$ cat config.mk
export PLATFORM = sky130hd
export DESIGN_NAME = charge_integ
export DESIGN_NICKNAME = d
export VERILOG_FILES = /design/src/rtl/tci_pkg.sv /design/src/rtl/tci_pipe.sv /design/src/rtl/tci_seq.sv /design/src/rtl/tci_fifo.sv /design/src/rtl/charge_integ.sv
export SDC_FILE = /design/constraint.sdc
export NUM_CORES = 2
export LEC_CHECK = 0
export BUFFER_PORTS_ARGS = -buffer_cell sky130_fd_sc_hd__clkbuf_2
export CORE_MARGIN = 4
export CORE_UTILIZATION = 50
export CTS_BUF_LIST = sky130_fd_sc_hd__clkbuf_16
export DETAILED_ROUTE_END_ITERATION = 10
export GPL_ROUTABILITY_DRIVEN = 0
export MAX_ROUTING_LAYER = met4
export PLACE_DENSITY = 0.74
export SYNTH_ARGS = -nofsm -noshare
export SYNTH_HDL_FRONTEND = slang
export SYNTH_SLANG_ARGS = --single-unit
$ cat constraint.sdc
create_clock -name clk -period 11.5 [get_ports clk]
set_input_delay 2.3 -clock clk [delete_from_list [all_inputs] [get_ports clk]]
set_output_delay 2.3 -clock clk [all_outputs]
set_load 0.05 [all_outputs]
$ cat src/rtl/tci_pkg.sv
package tci_pkg;

    typedef enum logic [1:0] {
        ST_IDLE = 2'd0,
        ST_WIN  = 2'd1,
        ST_CHK  = 2'd2
    } seq_state_e;

    // Width needed for a signed sum of win terms, each a signed difference
    // of two unsigned sw-bit samples.
    function automatic int acc_width(input int sw, input int win);
        return sw + 1 + $clog2(win);
    endfunction

    // Pointer width for a memory or queue of the given depth.
    function automatic int ptr_width(input int depth);
        return (depth > 1) ? $clog2(depth) : 1;
    endfunction

endpackage

$ cat src/rtl/tci_pipe.sv
module tci_pipe #(
    parameter int SAMPLE_W = 10,
    parameter int DEPTH    = 257
) (
    input  logic                clk,
    input  logic                rst,
    input  logic [SAMPLE_W-1:0] din,
    output logic [SAMPLE_W-1:0] dout
);
    localparam int AW = tci_pkg::ptr_width(DEPTH);
    localparam logic [AW-1:0] LAST = AW'(DEPTH - 1);

    logic [SAMPLE_W-1:0] mem [DEPTH];
    logic [AW-1:0]       wr_ptr;

    // Read-before-write on the same cell: the read returns the sample
    // written DEPTH edges earlier, then the cell takes the new sample.
    always_ff @(posedge clk) begin
        dout        <= mem[wr_ptr];
        mem[wr_ptr] <= din;
    end

    always_ff @(posedge clk) begin
        if (rst) begin
            wr_ptr <= '0;
        end else if (wr_ptr == LAST) begin
            wr_ptr <= '0;
        end else begin
            wr_ptr <= wr_ptr + AW'(1);
        end
    end

endmodule

$ cat src/rtl/tci_seq.sv
module tci_seq
    import tci_pkg::*;
#(
    parameter int SAMPLE_W = 10,
    parameter int WIN_LEN  = 40,
    parameter int ACC_W    = 17
) (
    input  logic                    clk,
    input  logic                    rst,
    input  logic [SAMPLE_W-1:0]     rd_data,
    input  logic                    trig,
    input  logic                    cfg_we,
    input  logic signed [ACC_W-1:0] cfg_thr,
    output logic                    push,
    output logic signed [ACC_W-1:0] push_sum,
    output logic                    busy,
    output logic signed [ACC_W-1:0] thr_out
);
    localparam int CW = $clog2(WIN_LEN + 1);
    localparam logic [CW-1:0] CNT_LAST = CW'(WIN_LEN - 1);
    localparam int EXT = ACC_W - SAMPLE_W - 1;

    seq_state_e              state;
    logic [CW-1:0]           cnt;
    logic [SAMPLE_W-1:0]     base;
    logic signed [ACC_W-1:0] acc;
    logic signed [ACC_W-1:0] thr;
    logic signed [SAMPLE_W:0] diff;
    logic signed [ACC_W-1:0] diff_ext;

    always_comb begin
        diff     = $signed({1'b0, rd_data}) - $signed({1'b0, base});
        diff_ext = {{EXT{diff[SAMPLE_W]}}, diff};
    end

    always_ff @(posedge clk) begin
        if (rst) begin
            state <= ST_IDLE;
            cnt   <= '0;
            base  <= '0;
            acc   <= '0;
            thr   <= '0;
        end else begin
            case (state)
                ST_IDLE: begin
                    if (cfg_we) begin
                        thr <= cfg_thr;
                    end
                    if (trig) begin
                        base  <= rd_data;
                        acc   <= '0;
                        cnt   <= '0;
                        state <= ST_WIN;
                    end
                end
                ST_WIN: begin
                    acc <= acc + diff_ext;
                    if (cnt == CNT_LAST) begin
                        state <= ST_CHK;
                    end else begin
                        cnt <= cnt + CW'(1);
                    end
                end
                ST_CHK: begin
                    state <= ST_IDLE;
                end
                default: begin
                    state <= ST_IDLE;
                end
            endcase
        end
    end

    always_comb begin
        push     = (state == ST_CHK) && (acc > thr);
        push_sum = acc;
        busy     = (state != ST_IDLE);
        thr_out  = thr;
    end

endmodule

$ cat src/rtl/tci_fifo.sv
module tci_fifo #(
    parameter int W     = 17,
    parameter int DEPTH = 4
) (
    input  logic                           clk,
    input  logic                           rst,
    input  logic                           push,
    input  logic [W-1:0]                   din,
    input  logic                           pop,
    output logic [W-1:0]                   dout,
    output logic                           valid,
    output logic                           full,
    output logic [$clog2(DEPTH+1)-1:0]     cnt,
    output logic                           ovf
);
    localparam int PW = tci_pkg::ptr_width(DEPTH);
    localparam int CW = $clog2(DEPTH + 1);
    localparam logic [PW-1:0] PLAST = PW'(DEPTH - 1);

    logic [W-1:0]  mem [DEPTH];
    logic [PW-1:0] wp;
    logic [PW-1:0] rp;
    logic          do_push;
    logic          do_pop;

    always_comb begin
        full    = (cnt == CW'(DEPTH));
        valid   = (cnt != '0);
        do_push = push && !full;
        do_pop  = pop && valid;
        dout    = mem[rp];
    end

    always_ff @(posedge clk) begin
        if (do_push) begin
            mem[wp] <= din;
        end
    end

    always_ff @(posedge clk) begin
        if (rst) begin
            wp  <= '0;
            rp  <= '0;
            cnt <= '0;
            ovf <= 1'b0;
        end else begin
            if (do_push) begin
                wp <= (wp == PLAST) ? '0 : wp + PW'(1);
            end
            if (do_pop) begin
                rp <= (rp == PLAST) ? '0 : rp + PW'(1);
            end
            case ({do_push, do_pop})
                2'b10:   cnt <= cnt + CW'(1);
                2'b01:   cnt <= cnt - CW'(1);
                default: cnt <= cnt;
            endcase
            if (push && full) begin
                ovf <= 1'b1;
            end
        end
    end

endmodule

$ cat src/rtl/charge_integ.sv
module charge_integ #(
    parameter int SAMPLE_W   = 10,
    parameter int DEPTH      = 257,
    parameter int WIN_LEN    = 40,
    parameter int FIFO_DEPTH = 4,
    parameter int ACC_W      = tci_pkg::acc_width(SAMPLE_W, WIN_LEN)
) (
    input  logic                clk,
    input  logic                rst,
    input  logic [SAMPLE_W-1:0] adc_in,
    input  logic                trig,
    input  logic                cfg_we,
    input  logic [ACC_W-1:0]    cfg_thr,
    output logic                out_valid,
    output logic [ACC_W-1:0]    out_sum,
    input  logic                out_ready,
    output logic                ovf
);
    localparam int CNT_W = $clog2(FIFO_DEPTH + 1);

    logic [SAMPLE_W-1:0]     pipe_q;
    logic                    seq_push;
    logic signed [ACC_W-1:0] seq_sum;
    logic                    seq_busy;
    logic signed [ACC_W-1:0] seq_thr;
    logic                    fifo_full;
    logic [CNT_W-1:0]        fifo_cnt;

    tci_pipe #(
        .SAMPLE_W (SAMPLE_W),
        .DEPTH    (DEPTH)
    ) u_pipe (
        .clk  (clk),
        .rst  (rst),
        .din  (adc_in),
        .dout (pipe_q)
    );

    tci_seq #(
        .SAMPLE_W (SAMPLE_W),
        .WIN_LEN  (WIN_LEN),
        .ACC_W    (ACC_W)
    ) u_seq (
        .clk      (clk),
        .rst      (rst),
        .rd_data  (pipe_q),
        .trig     (trig),
        .cfg_we   (cfg_we),
        .cfg_thr  ($signed(cfg_thr)),
        .push     (seq_push),
        .push_sum (seq_sum),
        .busy     (seq_busy),
        .thr_out  (seq_thr)
    );

    tci_fifo #(
        .W     (ACC_W),
        .DEPTH (FIFO_DEPTH)
    ) u_fifo (
        .clk   (clk),
        .rst   (rst),
        .push  (seq_push),
        .din   (seq_sum),
        .pop   (out_ready),
        .dout  (out_sum),
        .valid (out_valid),
        .full  (fifo_full),
        .cnt   (fifo_cnt),
        .ovf   (ovf)
    );

endmodule

==> impl_summary.txt <==
----------------------------------------------------
[Run status]
  Status ... finished, violations left
  Failing checks ... capacitance limit, slew limit

[Setup path]
  Cell occurring most often along the worst timing path ... buf_4
  Type of destination of the critical path ... register
  Crit path max fanout ... 53
  Required time worst endpoint ... 12.29 ns
  Highest cell delay on the worst timing path ... 0.81 ns
  Sort of element at the start of the critical path ... register
  Category of the critical setup timing path ... register to register
  CP max-delay cell ... buf_4
  Cells traversed along the worst timing path ... buf_4, buf_4, buf_4, mux4_2, mux2i_1, o32ai_1, nor3_1, nand4_1, or4_1
  Critical Path AT ... 6.45 ns

[STA]
  Final hold violations ... 0
  Fin worst setup slack ... 5.84 ns
  Headroom to the max-slew limit ... -6.28%
  Achievable clock frequency ... 0.177 GHz
  Final number of max-transition violations ... 13
  Min Clock Period, post-route ... 5.66 ns
  RSZ-0062 raised after global routing ... no
  Final clock skew ... 0.0743 ns
  Final worst path period share ... 49.2%
  Post-Route Hold Slack ... 0.453 ns
  Total negative slack ... 0 ns
  Worst Tran Pin Value ... 1.59 ns
  Endpoints failing setup ... 0

[Drt]
  Total Routed Length ... 264,000 µm
  Pre-antenna DRT Iters ... 8
  Number of design-rule violations left by the first detailed-router iteration ... 8,146
  DR vias/cell ... 6.46
  Final routed DRC violation total ... 0
  Via count ... 52,600
  Count of antenna-violating nets left after detailed routing ... 0
  Routed wire length per instance ... 32.5 µm

[Die]
  Effective utilization at floorplan ... 50.4%
  Standard-cell row count ... 168
  Chip height ... 468 µm
  Core Footprint ... 210,000 µm²
  Die Area ... 219,000 µm²
  Boundary pin count ... 51
  X dimension of the die ... 468 µm

[Final layout]
  Final core utilization ... 56.2%
  Share of cells above drive strength 1 ... 24.2%
  Cell area after layout ... 118,000 µm²
  Area growth from synthesis to final layout ... 11.5%
  Cell Count, Final, Fillers Out ... 8,147
  Most common library cell in the layout ignoring fill and taps ... edfxtp_1
  Commonest cells after routing, fill and taps aside ... edfxtp_1, mux4_2, nor2_1, clkbuf_16, nand2_1
  Number of nets in the layout ... 5,232

[Global routing]
  Number of antenna violations at the first check in global routing ... 7
  Maximum number of pins on one net before global-route repair ... 186
  Global-route usage over all layers ... 25.0%
  First-pass GRT wire length ... 383,000 µm
  Via count of the first global-routing pass ... 52,100
  Total congestion overflow ... 0

[Placed design]
  Setup slack after placement ... 6.04 ns
  Detail Placement HPWL ... 153,000 µm
  Placed cell area ... 109,000 µm²
  Total placed cells including tap cells ... 7,658
  I/O Buffers ... 50

[Yosys]
  Syn nets ... 5,046
  Count of yosys warnings during synthesis ... 0
  Fraction of registers with async set/reset ... 0%
  Top_reg_cell synth ... edfxtp_1
  Flops & latches, synth ... 2,719
  Sequential element share of the synthesized area ... 76.3%
  Number of enable-type register cells in the synthesized netlist ... 2,638
  Count of distinct cell types in the synthesized netlist ... 68
  Post-synthesis instance total ... 4,957
  Cell area after synthesis ... 106,000 µm²
  Mean cell area of the mapped netlist ... 21.4 µm²

[Clock tree]
  Clk Tree Root Cell ... clkbuf_16
  Number of buffers inserted during clock tree synthesis ... 288
  Clock latency on the worst-skew pair ... 0.95 ns
  Hold buffer count at CTS ... 0
  TritonCTS clock tree ... yes
  Clock sink total ... 2,719
  Setup fix buffers added after clock tree synthesis ... 0
  Bufs on Longest Clock Path ... 4
  # H-tree levels ... 5
  Clock edge transition at the registers on the reported setup and hold paths ... 0.06 ns
  Number of gates given a new drive strength after cts ... 0

[Job]
  # Max-Cap Violations ... 1

[Pwr]
  Total power density per cell area ... 180 nW/µm²
  VDD IR max ... 151 µV
  Overall Power ... 21.2 mW
  Leakage component of the power ... 37.4 nW

[Min path]
  Class of the worst hold path ... register to register

----------------------------------------------------
==> synth_stat cells, drive strengths merged (7+ instances only) <==
| library cell | count | share of area, % |
|---|---|---|
| edfxtp | 2638 | 75 |
| mux4 | 727 | 15 |
| nor2 | 342 | 1.2 |
| nand2 | 206 | 0.73 |
| buf | 145 | 0.88 |
| mux2i | 140 | 1.3 |
| clkbuf | 123 | 0.44 |
| dfxtp | 81 | 1.5 |
| a21oi | 73 | 0.34 |
| ha | 54 | 0.64 |
| inv | 52 | 0.18 |
| nand3 | 34 | 0.16 |
| a22oi | 31 | 0.22 |
| nor3 | 29 | 0.14 |
| a32oi | 21 | 0.17 |
| nand4 | 19 | 0.11 |
| o21ai | 19 | 0.090 |
| o22ai | 19 | 0.11 |
| xnor2 | 14 | 0.12 |
| xor2 | 14 | 0.12 |
| a22o | 13 | 0.11 |
| nor2b | 12 | 0.071 |
| o32ai | 12 | 0.099 |
| a21o | 11 | 0.078 |
| or3 | 11 | 0.065 |
| a31oi | 8 | 0.047 |
| and3 | 8 | 0.047 |
| nand2b | 8 | 0.047 |
| a211oi | 7 | 0.050 |
| a221oi | 7 | 0.064 |
| o221ai | 7 | 0.058 |
==> final timing paths <==
path	startpoint	end	slack, ns	cells after the start
hold reg to reg	u_seq.base[9]	u_seq.base[9]	0.45	2
hold / removal	u_seq.base[9]	u_seq.base[9]	0.45	2
setup / recovery	u_pipe.wr_ptr[1]	u_pipe.dout[2]	5.84	9
setup reg to reg	u_pipe.wr_ptr[1]	u_pipe.dout[2]	5.84	9
==> kinds of logic (layout without fill, tap and decap cells) <==
| kind of cell | after synthesis | count (layout) | share of synthesized area, % |
|---|---|---|---|
| buffers and inverters | 321 | 703 | 1.50 |
| AND/OR/NAND/NOR | 702 | 702 | 2.81 |
| flip-flops | 2719 | 2719 | 76.3 |
| other | 0 | 3 | 0 |
| XOR/XNOR | 28 | 28 | 0.231 |
| adder cells (fa/ha/maj) | 57 | 57 | 0.694 |
| multiplexers | 869 | 869 | 16.8 |
| AO/OA/AOI/OAI | 261 | 261 | 1.71 |
==> sequential cells by signal, indices dropped and copies added, names as in the netlist, named ones only <==
register and count:
u_pipe.mem 2570, u_fifo.mem 68, u_seq.push_sum 17, u_seq.thr_out 17
u_pipe.dout 10, u_seq.base 10, u_pipe.wr_ptr 9, u_seq.cnt 6
u_fifo.cnt 3, u_fifo.rp 2, u_fifo.wp 2, u_seq.state 2
u_fifo.ovf 1
==> power breakdown <==
group          internal, mW  switching, mW  leakage (nW)
Clock                  5.02           3.69          4.49
Sequential             10.9         0.0709          24.4
Combinational         0.620          0.925          8.53
==> worst max-delay path: cells and delay by family (launching register included) <==
family | cells | cell delay [ns]
DFF | 1 | 0.72
muxes | 2 | 0.90
buffers and inverters | 3 | 2.29
AOI/OAI and AO/OA | 1 | 0.16
and+or+nand+nor | 3 | 1.31
==> area by class of cell <==
class                           count  area, µm²
Antenna cell                        3       7.51
Clock buffer                      298       7460
Clock inverter                    188       1260
Fill cell                       15000      92000
Inverter                           53        206
Multi-Input combinational cell   1917      23600
Sequential cell                  2719      80900
Tap cell                         2805       3510
Timing Repair Buffer              164       1270
==> metal layers <==
layer | up-vias | share of wire, % | routed length [µm] | global-route usage [%]
li1 | 21000 | - | - | -
met1 | 27500 | 36 | 96100 | 33.4
met2 | 3540 | 47 | 124000 | 36.9
met3 | 648 | 12 | 31100 | 6.64
met4 | 0 | 4.8 | 12800 | 10.5
met5 | - | 0 | 0 | -
Note: power is estimated with default switching activity, not from simulation.
